===== config.mk =====
export PLATFORM = sky130hd
export DESIGN_NAME = pdc_ctl
export DESIGN_NICKNAME = d
export VERILOG_FILES = /design/src/rtl/pdc_pkg.sv /design/src/rtl/pdc_settle.sv /design/src/rtl/pdc_hist.sv /design/src/rtl/pdc_ctl.sv
export SDC_FILE = /design/constraint.sdc
export NUM_CORES = 1
export LEC_CHECK = 0
export BUFFER_PORTS_ARGS = -buffer_cell sky130_fd_sc_hd__buf_2
export CAP_MARGIN = 10
export CORE_MARGIN = 2
export CORE_UTILIZATION = 40
export DETAILED_ROUTE_END_ITERATION = 8
export GPL_TIMING_DRIVEN = 0
export PLACE_DENSITY = 0.8
export SLEW_MARGIN = 20
export SYNTH_ARGS = -nofsm -noshare
export SYNTH_HDL_FRONTEND = slang
export SYNTH_SLANG_ARGS = --single-unit

===== constraint.sdc =====
create_clock -name clk -period 5.06 [get_ports clk]
set_input_delay 0.253 -clock clk [delete_from_list [all_inputs] [get_ports clk]]
set_output_delay 0.253 -clock clk [all_outputs]
set_load 0.01 [all_outputs]

===== src/rtl/pdc_pkg.sv =====
package pdc_pkg;
  localparam int WORD_W = 32;
  localparam int PS_W   = 4;

  typedef logic [PS_W-1:0] pstate_t;

  localparam pstate_t PS_ACTIVE = 4'hF;
  localparam pstate_t PS_OFF    = 4'h0;

  localparam int B_PGATED = 8;
  localparam int B_CGATED = 9;
  localparam int B_DIS    = 10;
  localparam int B_RST    = 31;

  function automatic logic is_off(input pstate_t s);
    return s == PS_OFF;
  endfunction

  function automatic logic is_clk_stopped(input pstate_t s);
    return (s != PS_OFF) && (s != PS_ACTIVE);
  endfunction

  function automatic logic [WORD_W-1:0] pack_word(
    input logic    rst_b,
    input logic    dis_b,
    input logic    cg_b,
    input logic    pg_b,
    input pstate_t act,
    input pstate_t tgt);
    logic [WORD_W-1:0] w;
    w            = '0;
    w[3:0]       = tgt;
    w[7:4]       = act;
    w[B_PGATED]  = pg_b;
    w[B_CGATED]  = cg_b;
    w[B_DIS]     = dis_b;
    w[B_RST]     = rst_b;
    return w;
  endfunction
endpackage


===== src/rtl/pdc_settle.sv =====
module pdc_settle
  import pdc_pkg::*;
#(
  parameter int SETTLE    = 8,
  parameter bit ALWAYS_ON = 1'b0
) (
  input  logic    clk,
  input  logic    rst_n,
  input  logic    req_wr,
  input  pstate_t req_new,
  output pstate_t tgt_q,
  output pstate_t act_q,
  output logic    done
);
  localparam int      CNT_W = (SETTLE < 2) ? 1 : $clog2(SETTLE);
  localparam pstate_t RST_PS = ALWAYS_ON ? PS_ACTIVE : PS_OFF;

  logic [CNT_W-1:0] cnt_q;
  logic             busy_q;
  logic             req_chg;

  assign req_chg = req_wr && (req_new != tgt_q);
  assign done    = busy_q && (cnt_q == '0) && !req_chg;

  always_ff @(posedge clk or negedge rst_n) begin
    if (!rst_n) begin
      tgt_q  <= RST_PS;
      act_q  <= RST_PS;
      cnt_q  <= '0;
      busy_q <= 1'b0;
    end else if (req_chg) begin
      tgt_q  <= req_new;
      cnt_q  <= CNT_W'(SETTLE - 1);
      busy_q <= 1'b1;
    end else if (busy_q) begin
      if (cnt_q == '0) begin
        act_q  <= tgt_q;
        busy_q <= 1'b0;
      end else begin
        cnt_q <= cnt_q - 1'b1;
      end
    end
  end
endmodule


===== src/rtl/pdc_hist.sv =====
module pdc_hist #(
  parameter int NFLAG = 2
) (
  input  logic             clk,
  input  logic             rst_n,
  input  logic [NFLAG-1:0] set_ev,
  input  logic [NFLAG-1:0] clr_ev,
  output logic [NFLAG-1:0] flag_q
);
  for (genvar i = 0; i < NFLAG; i++) begin : g_flag
    always_ff @(posedge clk or negedge rst_n) begin
      if (!rst_n)         flag_q[i] <= 1'b0;
      else if (set_ev[i]) flag_q[i] <= 1'b1;
      else if (clr_ev[i]) flag_q[i] <= 1'b0;
    end
  end
endmodule


===== src/rtl/pdc_ctl.sv =====
module pdc_ctl
  import pdc_pkg::*;
#(
  parameter int SETTLE    = 8,
  parameter bit ALWAYS_ON = 1'b0
) (
  input  logic              clk,
  input  logic              rst_n,
  input  logic              wr_en,
  input  logic [WORD_W-1:0] wr_data,
  output logic [WORD_W-1:0] rd_data,
  output logic              pwr_en,
  output logic              clk_en,
  output logic              iso_en,
  output logic              dev_dis,
  output logic              rst_out
);
  pstate_t    tgt_st;
  pstate_t    act_st;
  logic       settle_done;
  logic       pg_enter;
  logic       cg_enter;
  logic [1:0] hist_q;
  logic       dis_q;
  logic       rst_q;

  pdc_settle #(.SETTLE(SETTLE), .ALWAYS_ON(ALWAYS_ON)) u_settle (
    .clk     (clk),
    .rst_n   (rst_n),
    .req_wr  (wr_en),
    .req_new (wr_data[3:0]),
    .tgt_q   (tgt_st),
    .act_q   (act_st),
    .done    (settle_done)
  );

  assign pg_enter = settle_done && is_off(tgt_st) && (act_st != tgt_st);
  assign cg_enter = settle_done && is_clk_stopped(tgt_st) && (act_st != tgt_st);

  pdc_hist #(.NFLAG(2)) u_hist (
    .clk    (clk),
    .rst_n  (rst_n),
    .set_ev ({cg_enter, pg_enter}),
    .clr_ev ({wr_en && wr_data[B_CGATED], wr_en && wr_data[B_PGATED]}),
    .flag_q (hist_q)
  );

  always_ff @(posedge clk or negedge rst_n) begin
    if (!rst_n) begin
      dis_q <= 1'b0;
      rst_q <= 1'b0;
    end else if (wr_en) begin
      dis_q <= wr_data[B_DIS];
      rst_q <= wr_data[B_RST];
    end
  end

  assign rd_data = pack_word(rst_q, dis_q, hist_q[1], hist_q[0], act_st, tgt_st);
  assign pwr_en  = (act_st == PS_ACTIVE);
  assign clk_en  = (act_st == PS_ACTIVE);
  assign iso_en  = (act_st != PS_ACTIVE);
  assign dev_dis = dis_q;
  assign rst_out = rst_q;
endmodule


=== After elaboration in Yosys (flattened, before gate mapping) ===
Cells that the tools add are included.

* Add/sub/neg operators: 1
* Multipliers: 0
* Divide/modulo/power cells: 0
* $lt $le $gt $ge: 0
* Eq/ne operators: 6
* Shift-type cells: 0
* Muxes and demuxes: 10
* Bitwise operators: 1
* Reductions and logical operators: 19

{| class="wikitable"
|+ Operator list
! operator !! count
|-
| logical AND 1 bit || 10
|-
| two-way mux 3 bit || 3
|-
| inequality test 4 bit || 2
|-
| inequality test 4 bit, second input constant || 2
|-
| two-way mux 1 bit || 7
|-
| nonzero test 2 bit || 3
|-
| equality test 4 bit, second input constant || 1
|-
| logical NOT 4 bit || 1
|-
| nonzero test 4 bit || 1
|-
| logical NOT 3 bit || 1
|-
| AND reduction 3 bit || 1
|-
| subtractor 3 x 1 -> 3 bit, second input constant || 1
|-
| inequality test 2 x 1 -> 1 bit, second input constant || 1
|-
| AND reduction 2 bit || 1
|-
| logical NOT 1 bit || 1
|-
| NOT 1 bit || 1
|}

* Register bits after elaboration: 16
* Bits in latches: 0
* Bits in writable memories: 0
* Bits in read-only memories: 0
* Bits of input ports: 35
* Memories: 0

=== Longest topological paths before layout ===
Gate-level depths: netlist of the first run.

* Depth after elaboration: 7
* Mapped depth: 6
* Mapped depth without buffers: 6

=== By module ===
Synthesis of the first run repeated with hierarchy kept, for this count alone.

* Cell total of the unflattened synthesis: 113
* Area, all modules: 1122.3 µm²

{| class="wikitable"
|+ Modules (own cells, without submodules)
! module !! instances !! cells an instance !! area an instance (µm²) !! seq. area each (µm²)
|-
| pdc_settle || 1 || 66 || 700.7 || 300.3
|-
| pdc_ctl || 1 || 41 || 349.1 || 50.0
|-
| pdc_hist || 1 || 6 || 72.6 || 50.0
|}

=== Least setup slack after synthesis of the first run ===
No wires, ideal clock.

* Kind: register -> register
* Start: register u_settle.tgt_q[0]
* End: register u_settle.act_q[0]
* Library setup time: 0.125 ns
* Data arrival time: 1.613 ns
* Data required time: 4.935 ns
* Setup slack: 3.322 ns
* Stages on the path, launching flop included: 5
* Path buffers: 0
* Period minus slack after synthesis: 1.738 ns
* Cell sequence: dfrtp_1 -> xor2_1 -> o41ai_4 -> nand4b_4 -> mux2_2

* Word-level cells in the longest chain between the ends: 4

{| class="wikitable"
|+ RTL lines
! item !! line !! source
|-
| from (decl) || pdc_settle.sv:11 || <nowiki>output pstate_t tgt_q,</nowiki>
|-
| from (signal assigned) || pdc_settle.sv:32 || <nowiki>tgt_q <= req_new;</nowiki>
|-
| inequality test 4 bit || pdc_settle.sv:22 || <nowiki>assign req_chg = req_wr && (req_new != tgt_q);</nowiki>
|-
| logical AND 1 bit || pdc_settle.sv:22 ||
|-
| NOT 1 bit (no line) || -- ||
|-
| AND reduction 3 bit (no line) || -- ||
|-
| to (signal assigned) || pdc_settle.sv:37 || <nowiki>act_q <= tgt_q;</nowiki>
|-
| to (decl) || pdc_settle.sv:12 || <nowiki>output pstate_t act_q,</nowiki>
|}

Parallel ways exist; a longest one is shown, timed or not.
A chain may end at the register's enable or synchronous reset.

=== Final worst setup path of the first run ===
* Start: register u_settle.tgt_q[0]
* End: register u_settle.act_q[3]

* Word-level cells in the longest chain between the ends: 4

{| class="wikitable"
|+ RTL lines
! item !! line
|-
| inequality test 4 bit || pdc_settle.sv:22
|-
| logical AND 1 bit || pdc_settle.sv:22
|-
| NOT 1 bit (no line) || --
|-
| AND reduction 3 bit (no line) || --
|}

No other way between the ends.

==> results of run 1 <==
## stage by stage
stage                      util  power, mW  instances
final                     0.549      0.339        166
after global routing      0.549      0.362        166
after CTS                 0.549      0.342        166
after detailed placement  0.535      0.277        162
after global placement    0.535      0.272        162
after floorplan               -      0.244        108
## flip-flops by register name (all words and copies together), names as in the netlist
signal,flops
dev_dis,1
u_settle.cnt_q,3
u_settle.tgt_q,4
u_settle.busy_q,1
u_settle.act_q,4
rst_out,1
u_hist.flag_q,2
## per-layer routing
metal / wire, um / global-route usage / vias up
met5: 0 / 0 / -
met4: 18 / 0.0769 / 0
met3: 148 / 0.0254 / 2
met2: 857 / 0.249 / 32
met1: 671 / 0.144 / 341
li1: - / - / 354
## worst max-delay path by stage
stage                                 start                 to  slack (ns)
after CTS                 u_settle.tgt_q[0]  u_settle.act_q[3]        3.19
after global placement    u_settle.tgt_q[0]  u_settle.act_q[2]        3.25
final                     u_settle.tgt_q[0]  u_settle.act_q[3]        3.19
after global routing      u_settle.tgt_q[0]  u_settle.act_q[1]        3.03
after detailed placement  u_settle.tgt_q[0]  u_settle.act_q[3]        3.20
after floorplan           u_settle.tgt_q[0]  u_settle.act_q[0]        3.32
## final cells by class
class / instances / share of cell area
sequential: 16 / 0.323
timing repair buffer: 27 / 0.113
clock buffer: 3 / 0.0182
multi-input combinational: 63 / 0.360
tap: 28 / 0.0283
inverter: 5 / 0.0152
buffer: 24 / 0.142
## cell usage in the layout, fill, tap and decap left out
master          n
clkbuf_4        3
buf_4          23
o21ai_0         1
mux2_2         10
inv_1           5
dlygate4sd3_1   1
o31ai_1         2
xor2_1          4
o41ai_4         1
a21oi_1         1
ha_1            2
nand4b_4        1
dfrtp_1        16
clkbuf_1        1
nand4_1         3
xnor2_1         5
or4_2           1
buf_2          26
nor3_1          1
conb_1         20
nand2_1        10
o211ai_1        1
## where the power goes
group	internal, mW	switching [mW]	total [mW]	leakage, nW
Sequential	0.147	0.0219	0.169	0.192
Combinational	0.0557	0.0506	0.106	0.493
Clock	0.0275	0.0363	0.0638	0.0138
Total	0.230	0.109	0.339	0.698
## kinds of logic after synthesis
logic type | share of synthesized area
muxes | 0.116
adders and majority gates | 0.0258
xor gates and xnor gates | 0.0813
other | 0.00387
AOI/OAI and AO/OA | 0.0619
DFF | 0.413
buffers and inverters | 0.201
and+or+nand+nor | 0.0968
## critical path, delay by kind of cell (launching register included)
family | cells | cell delay (ns)
AO/OA/AOI/OAI | 1 | 0.54
flip-flops | 1 | 0.48
XOR/XNOR | 1 | 0.22
AND/OR/NAND/NOR | 1 | 0.21
multiplexers | 1 | 0.31
==> results_dict.tcl, run 1 <==
set metrics [dict create \
    synth_cell_types 19 \
    crit_path_cell_trace "xor2_1 > o41ai_4 > nand4b_4 > mux2_2" \
    boundaryPins 72 \
    wl_per_cell_um 10.2 \
    synthMostInstantiatedCell "buf_4" \
    portBuffers 26 \
    grt_pass1_wl_um 2730 \
    drc 0 \
    vias 729 \
    yosys_most_used_dff "dfrtp_1" \
    synthTopCellsByCount "buf_4, dfrtp_1, mux2_2, nand2_1" \
    hold_buffers 1 \
    dr.first_iter.drc_count 5 \
    grt_pass1_vias 641 \
    h-tree-depth 1 \
    peakVddDrop_mv 0.203 \
    cts_tree "built" \
    max_slew_margin 0.664 \
    cts_sinks 16 \
    powerDensity_nw_per_um2 274 \
    crit_type "reg -> reg" \
    place_hpwl_um 1390 \
    setup-tns-final_ns 0 \
    worst_pin_slew_ns 0.499 \
    multi_input_area_sq_um 445 \
    holdPathStages 2 \
    vias_per_cell 4.39 \
    grt_max_degree 17 \
    whs_ns 0.203 \
    cts-resized-gates 0 \
    final_antenna_net_count 0 \
    rr_endpoint "u_settle.act_q[3]" \
    register_area_sq_um 400 \
    status "completed" \
    netlist_instances 89 \
    synth_area_leaders "dfrtp_1, buf_4, mux2_2, xnor2_1, nand2_1" \
    syn2layout_area_growth_pct 27.7 \
    crit_fanout 7 \
    dieHeight_um 53.2 \
    whs_endpoint "dev_dis" \
    setup_viol 0 \
    synth_edf_count 0 \
    rr_worst_depth 4 \
    antenna_cells 0 \
    placementRows 17 \
    numCtsBuffers 3 \
    hold_path.startpoint "wr_data[10]" \
    rsz0062_at_grt "no" \
    clk_pin_slew_ns 0.09 \
    worst_ep_required_time_ns 5.23 \
    synth-seq-area-share 0.413 \
    critPathMaxStageDelay_ns 0.54 \
    die_w_um 53.2 \
    fin_crit_ns 1.87 \
    fin_nets 177 \
    dpl_cell_area_sq_um 1210 \
    avgSynthCellArea_sq_um 10.9 \
    r2r_slack_ns 3.19 \
    dr.pass1.iters 3 \
    clock.fmax_ghz 0.535 \
    clkLatencyLatePin_ns 0.27 \
    num-fill-cells 221 \
    dieArea_sq_um 2830 \
    endpoint_kind "flip-flop" \
    grt_usage 0.137 \
    maxSlewViolCount 0 \
    netlist.area_leader.share 0.413 \
    final_hold_viol_count 0 \
    cpMaxStageDelayCell "o41ai_4" \
    overflow 0 \
    cp.arrival_ns 2.04 \
    min_path_type "in -> reg" \
    final_layout_size_suffix_gt1_frac 0.471 \
    cap_violations 0 \
    cts_setup_buffers 0 \
    final.setup.worst_slack_ns 3.19 \
    antenna_found_initial 0 \
    pre_cts_slack_ns 3.20 \
    yosysWarnings 0 \
    finalCritPeriodShare 0.370 \
    cts-root-buf "clkbuf_4" \
    start_kind "flip-flop" \
    fin_skew_ns 0.000442 \
    syn-cell-area_sq_um 970 \
    gp_congestion 0.752 \
    ctsLongestPathBuffers 2 \
    worstReg2RegStart "u_settle.tgt_q[0]" \
    stdcell_area_sq_um 1240 \
    start_util 0.430 \
    wl_um 1690 \
    async_flop_share 1.00 \
    yosysTopAreaCell "dfrtp_1" \
    p_leak_nw 0.698 \
    coreArea_sq_um 2250 \
    synth-seq-cells 16 \
]
Note: power is estimated with default switching activity, not from simulation.
==> inputs of run 2 (changes only) <==
--- a/config.mk
+++ b/config.mk
@@ -5,13 +5,14 @@
 export SDC_FILE = /design/constraint.sdc
 export NUM_CORES = 1
 export LEC_CHECK = 0
+export ABC_AREA = 1
 export BUFFER_PORTS_ARGS = -buffer_cell sky130_fd_sc_hd__buf_2
 export CAP_MARGIN = 10
 export CORE_MARGIN = 2
-export CORE_UTILIZATION = 40
+export CORE_UTILIZATION = 37
 export DETAILED_ROUTE_END_ITERATION = 8
 export GPL_TIMING_DRIVEN = 0
-export PLACE_DENSITY = 0.8
+export PLACE_DENSITY = 0.76
 export SLEW_MARGIN = 20
 export SYNTH_ARGS = -nofsm -noshare
 export SYNTH_HDL_FRONTEND = slang
==> constraint.sdc (replaced) <==
create_clock -name clk -period 1.5 [get_ports clk]
set_input_delay 0.075 -clock clk [delete_from_list [all_inputs] [get_ports clk]]
set_output_delay 0.075 -clock clk [all_outputs]
set_load 0.01 [all_outputs]
==> results_dict.tcl, run 2 <==
set metrics [dict create \
    layout.cells.most_common "nand2_1" \
    start_util 0.385 \
    status "completed" \
    ctsLongestPathBuffers 2 \
    clock.fmax_ghz 0.709 \
    overflow 0 \
    final_antenna_net_count 0 \
    wl_met3_um 181 \
    h-tree-depth 1 \
    grt_max_degree 17 \
    whs_ns 0.0311 \
    synth_cell_types 17 \
    rsz0062_at_grt "no" \
    power_mw 1.34 \
    stdcell_count 231 \
    synth-seq-area-share 0.380 \
    min_path_type "in -> reg" \
    synthMostInstantiatedCell "nand2_1" \
    critPathMaxStageDelay_ns 0.39 \
    dpl_cell_area_sq_um 1300 \
    largestRegisters "u_settle.act_q: 4 flops, u_settle.tgt_q: 4 flops, u_settle.cnt_q: 3 flops" \
    cp.depth 4 \
    avgSynthCellArea_sq_um 7.26 \
    syn2layout_area_growth_pct 32.8 \
    startpoint "u_settle.act_q[1]" \
    synth_area_leaders "dfrtp_1, nand2_1, buf_4, inv_1, nand3_1" \
    netlist_instances 145 \
    dieArea_sq_um 3290 \
    wl_um 2100 \
    final_util 0.511 \
    place_hpwl_um 1570 \
    grt_pass1_wl_um 3420 \
    maxSlewViolCount 0 \
    final_hold_viol_count 0 \
    boundaryPins 72 \
    fin_nets 239 \
    pre_cts_slack_ns 0.00758 \
    wl_met1_um 929 \
    placementRows 19 \
    fin_skew_ns 0.00336 \
    syn-cell-area_sq_um 1050 \
    cts_sinks 16 \
    crit_fanout 3 \
    cpMaxStageDelayCell "dfrtp_1" \
    wl_per_cell_um 9.09 \
    synthTopCellsByCount "nand2_1, buf_4, inv_1, dfrtp_1, nand3_1" \
    async_flop_share 1.00 \
    synth-seq-cells 16 \
    powerDensity_nw_per_um2 961 \
    yosysWarnings 0 \
    antenna_cells 0 \
    crit_path_cell_trace "inv_1 > nor4_4 > buf_4 > buf_2" \
    rr_worst_depth 6 \
    synth_edf_count 0 \
    dr_wl_met2_um 980 \
    gp_congestion 0.840 \
    die_w_um 57.3 \
    crit_buf_inv 3 \
    cap_violations 0 \
    clkLatencyLatePin_ns 0.28 \
    endpoint_kind "primary output" \
    start_kind "flip-flop" \
    dr.max_layer_used "met4" \
    endpoint "pwr_en" \
    coreArea_sq_um 2730 \
    netlist.area_leader.share 0.380 \
    dr.pass1.iters 4 \
    vias_per_cell 4.18 \
    synth_compound_area_frac 0.0285 \
    dr.first_iter.drc_count 27 \
    rr_endpoint "u_settle.cnt_q[1]" \
    fin_crit_ns 1.41 \
    synth_xor_area_frac 0 \
    cts_tree "built" \
    peakVddDrop_mv 0.661 \
    cp_top_family "flip-flops" \
    clk_pin_slew_ns 0.09 \
    antenna_found_initial 0 \
    finalCritPeriodShare 0.941 \
    dp.cells 222 \
    stdcell_area_sq_um 1400 \
    crit_type "reg -> out" \
    yosysTopAreaCell "dfrtp_1" \
    final_layout_size_suffix_gt1_frac 0.330 \
    cts-root-buf "clkbuf_4" \
    synthSimpleGateAreaFrac 0.310 \
    layout_common_cells "nand2_1, buf_2, buf_4" \
    r2r_slack_ns 0.13 \
    worst_ep_required_time_ns 1.42 \
    cp.arrival_ns 1.34 \
    grt_usage 0.136 \
    grt_pass1_vias 809 \
    numCtsBuffers 3 \
    p_leak_nw 0.876 \
    yosys_most_used_dff "dfrtp_1" \
    synth-adder-area-share 0.0238 \
    setup-tns-final_ns 0 \
    drc 0 \
    dieHeight_um 57.3 \
    worstReg2RegStart "u_settle.cnt_q[0]" \
    portBuffers 27 \
    final.setup.worst_slack_ns 0.0888 \
    setup_viol 0 \
    synth_top_family_by_area "simple AND/OR/NAND/NOR gates" \
    vias 965 \
    synth_mux_area_frac 0.0107 \
]
[run 2: cell count changes after synthesis, sizes merged, moves of 2 or more]
| cell | previous run | this run |
|---|---|---|
| nand2 | 10 | 58 |
| xor2 | 4 | 0 |
| o31ai | 2 | 0 |
| nor2 | 0 | 5 |
| nand3 | 0 | 10 |
| inv | 5 | 18 |
| xnor2 | 5 | 0 |
| o21ai | 1 | 4 |
| mux2 | 10 | 1 |
[run 2: area by class of cell]
class	instances	area, sq um
fill	290	1340
multi-input combinational	106	490
sequential	16	403
timing repair buffer	33	188
buffer	24	188
inverter	18	67.6
tap	31	38.8
clock buffer	3	22.5
[run 2: cell families (layout without fill, tap and decap cells)]
family          count (synthesis)  after routing
mux                             1              1
flops                          16             16
simple gates                   77             77
fa+ha+maj                       2              2
buf+inv                        42             78
compound gates                  6              6
other cells                     1             20
[run 2: layer usage]
metal  vias up  track usage
met1       412        0.159
met3         2       0.0590
met5         -            0
met4         0       0.0299
met2        37        0.232
li1        514            -
[run 2: worst min path at each step]
| stage | endpoint | start | cells past startpoint |
|---|---|---|---|
| finish | u_hist.flag_q[1] | wr_data[9] | 4 |
| floorplan | dev_dis | rst_n | 0 |
| CTS | u_hist.flag_q[1] | wr_data[9] | 4 |
| global placement | u_settle.act_q[3] | rst_n | 1 |
| global route | u_hist.flag_q[0] | wr_data[8] | 4 |
| detailed placement | u_settle.act_q[3] | rst_n | 1 |
[run 2: power by group]
group	leakage [nW]	switching, mW	internal [mW]
Clock	0.0138	0.129	0.0933
Combinational	0.670	0.294	0.238
Sequential	0.193	0.0794	0.510
[run 2: worst register-to-register path: stages, from the launching register on]
cell     delay [ns]
dfrtp_1        0.39
inv_1          0.10
ha_1           0.14
nand2_1        0.14
nand2_1        0.15
mux2_2         0.34
nand2_1        0.05
[run 2: repair_timing]
action	4_1_cts	5_1_grt
setup buffers	0	3
endpoints found under the hold margin	18	0
gates resized for setup	2	4
endpoints found under the setup margin	5	8
hold buffers	3	0
==> inputs of run 3 (changes only) <==
--- a/config.mk
+++ b/config.mk
@@ -8,8 +8,8 @@
 export ABC_AREA = 1
 export BUFFER_PORTS_ARGS = -buffer_cell sky130_fd_sc_hd__buf_2
 export CAP_MARGIN = 10
-export CORE_MARGIN = 2
 export CORE_UTILIZATION = 37
+export CTS_BUF_LIST = sky130_fd_sc_hd__clkbuf_8 sky130_fd_sc_hd__clkbuf_16
 export DETAILED_ROUTE_END_ITERATION = 8
 export GPL_TIMING_DRIVEN = 0
 export PLACE_DENSITY = 0.76
==> results_dict.tcl, run 3 (synthesis gave the netlist of run 2 again) <==
set metrics [dict create \
    status "completed" \
    layout_common_cells "nand2_1, buf_2, buf_4" \
    setup_viol 0 \
    p_leak_nw 0.866 \
    overflow 0 \
    numCtsBuffers 3 \
    grt_max_degree 17 \
    antenna_cells 0 \
    placementRows 18 \
    maxSlewViolCount 0 \
    wl_met1_um 963 \
    syn2layout_area_growth_pct 31.9 \
    clock.fmax_ghz 0.718 \
    crit_fanout 4 \
    dr.first_iter.drc_count 18 \
    num-fill-cells 256 \
    finalCritPeriodShare 0.928 \
    place_hpwl_um 1550 \
    setup-tns-final_ns 0 \
    start_util 0.406 \
    antenna_found_initial 0 \
    crit_type "reg -> out" \
    worst_ep_required_time_ns 1.42 \
    pre_cts_slack_ns -0.0196 \
    multi_input_area_sq_um 490 \
    vias 923 \
    clkLatencyLatePin_ns 0.25 \
    final_util 0.536 \
    register_area_sq_um 404 \
    cts-root-buf "clkbuf_8" \
    stdcell_area_sq_um 1390 \
    coreArea_sq_um 2590 \
    endpoint_kind "primary output" \
    cts_tree "built" \
    dieHeight_um 55.3 \
    dr.pass1.iters 4 \
    rsz0062_at_grt "no" \
    cts_sinks 16 \
    clk_pin_slew_ns 0.07 \
    dp.cells 221 \
    final.setup.worst_slack_ns 0.108 \
    power_mw 1.48 \
    gp_congestion 0.836 \
    dr_wl_met2_um 965 \
    fin_skew_ns 0.00114 \
    dr.max_layer_used "met3" \
    fin_nets 234 \
    wl_met3_um 141 \
    h-tree-depth 1 \
    portBuffers 27 \
    largestRegisters "u_settle.act_q: 4 flops, u_settle.tgt_q: 4 flops, u_settle.cnt_q: 3 flops" \
    worstReg2RegStart "u_settle.cnt_q[0]" \
    wl_um 2070 \
    drc 0 \
    die_w_um 55.3 \
    holdPathStages 3 \
    dpl_cell_area_sq_um 1300 \
    cp.arrival_ns 1.32 \
    final_antenna_net_count 0 \
    grt_pass1_vias 764 \
    cap_violations 0 \
    whs_ns 0.0247 \
    boundaryPins 72 \
    fin_crit_ns 1.39 \
    start_kind "flip-flop" \
    peakVddDrop_mv 0.747 \
    grt_usage 0.137 \
    layout.cells.most_common "nand2_1" \
    powerDensity_nw_per_um2 1060 \
    startpoint "u_settle.act_q[1]" \
    ctsLongestPathBuffers 2 \
    final_hold_viol_count 0 \
    final_layout_size_suffix_gt1_frac 0.332 \
    hold_path.startpoint "wr_data[10]" \
    grt_pass1_wl_um 3330 \
    rr_worst_depth 6 \
    dieArea_sq_um 3060 \
    vias_per_cell 4.08 \
    stdcell_count 226 \
    wl_per_cell_um 9.16 \
    min_path_type "in -> reg" \
]
run 3: cell types whose count changed in the layout (fill, tap and decap cells not counted), sizes merged:
cell	change
buf	-3
clkbuf	+1
dlygate4sd3	-2
run 3: area by class of cell:
cell class              count  share of cell area
multi-input cells         106               0.353
flip-flops and latches     16               0.291
plain buffers              24               0.135
repair buffers             28               0.105
inverters                  18              0.0487
clock buffers               4              0.0397
well taps                  30              0.0271
run 3: metal layers:
metal | vias to the layer above | GRT usage
met3 | 0 | 0.0539
met5 | - | 0
met2 | 33 | 0.222
met4 | 0 | 0.0214
met1 | 388 | 0.177
li1 | 502 | -
run 3: final timing paths:
kind	slack, ns	to
setup / recovery	0.11	pwr_en
hold / removal	0.02	dev_dis
setup reg to reg	0.15	u_settle.cnt_q[1]
hold reg to reg	0.49	u_hist.flag_q[1]
max in group asynchronous	0.94	u_settle.tgt_q[0]
min in group asynchronous	0.26	u_settle.act_q[3]
run 3: what timing repair did:
item,CTS,global route
buffers inserted,0,0
hold buffers,1,0
gates resized for setup,2,5
endpoints found under the setup margin,5,7
hold endpoints to repair,16,0
run 3: worst max-delay path: stages, from the launching register on:
cell and delay (ns):
dfrtp_1 0.39, inv_1 0.10, nor4_4 0.31, buf_4 0.15
buf_2 0.11
run 3: power breakdown:
part	internal, mW	leakage, nW	switching (mW)
combinational	0.207	0.645	0.292
clock	0.233	0.0288	0.157
sequential	0.511	0.192	0.0763
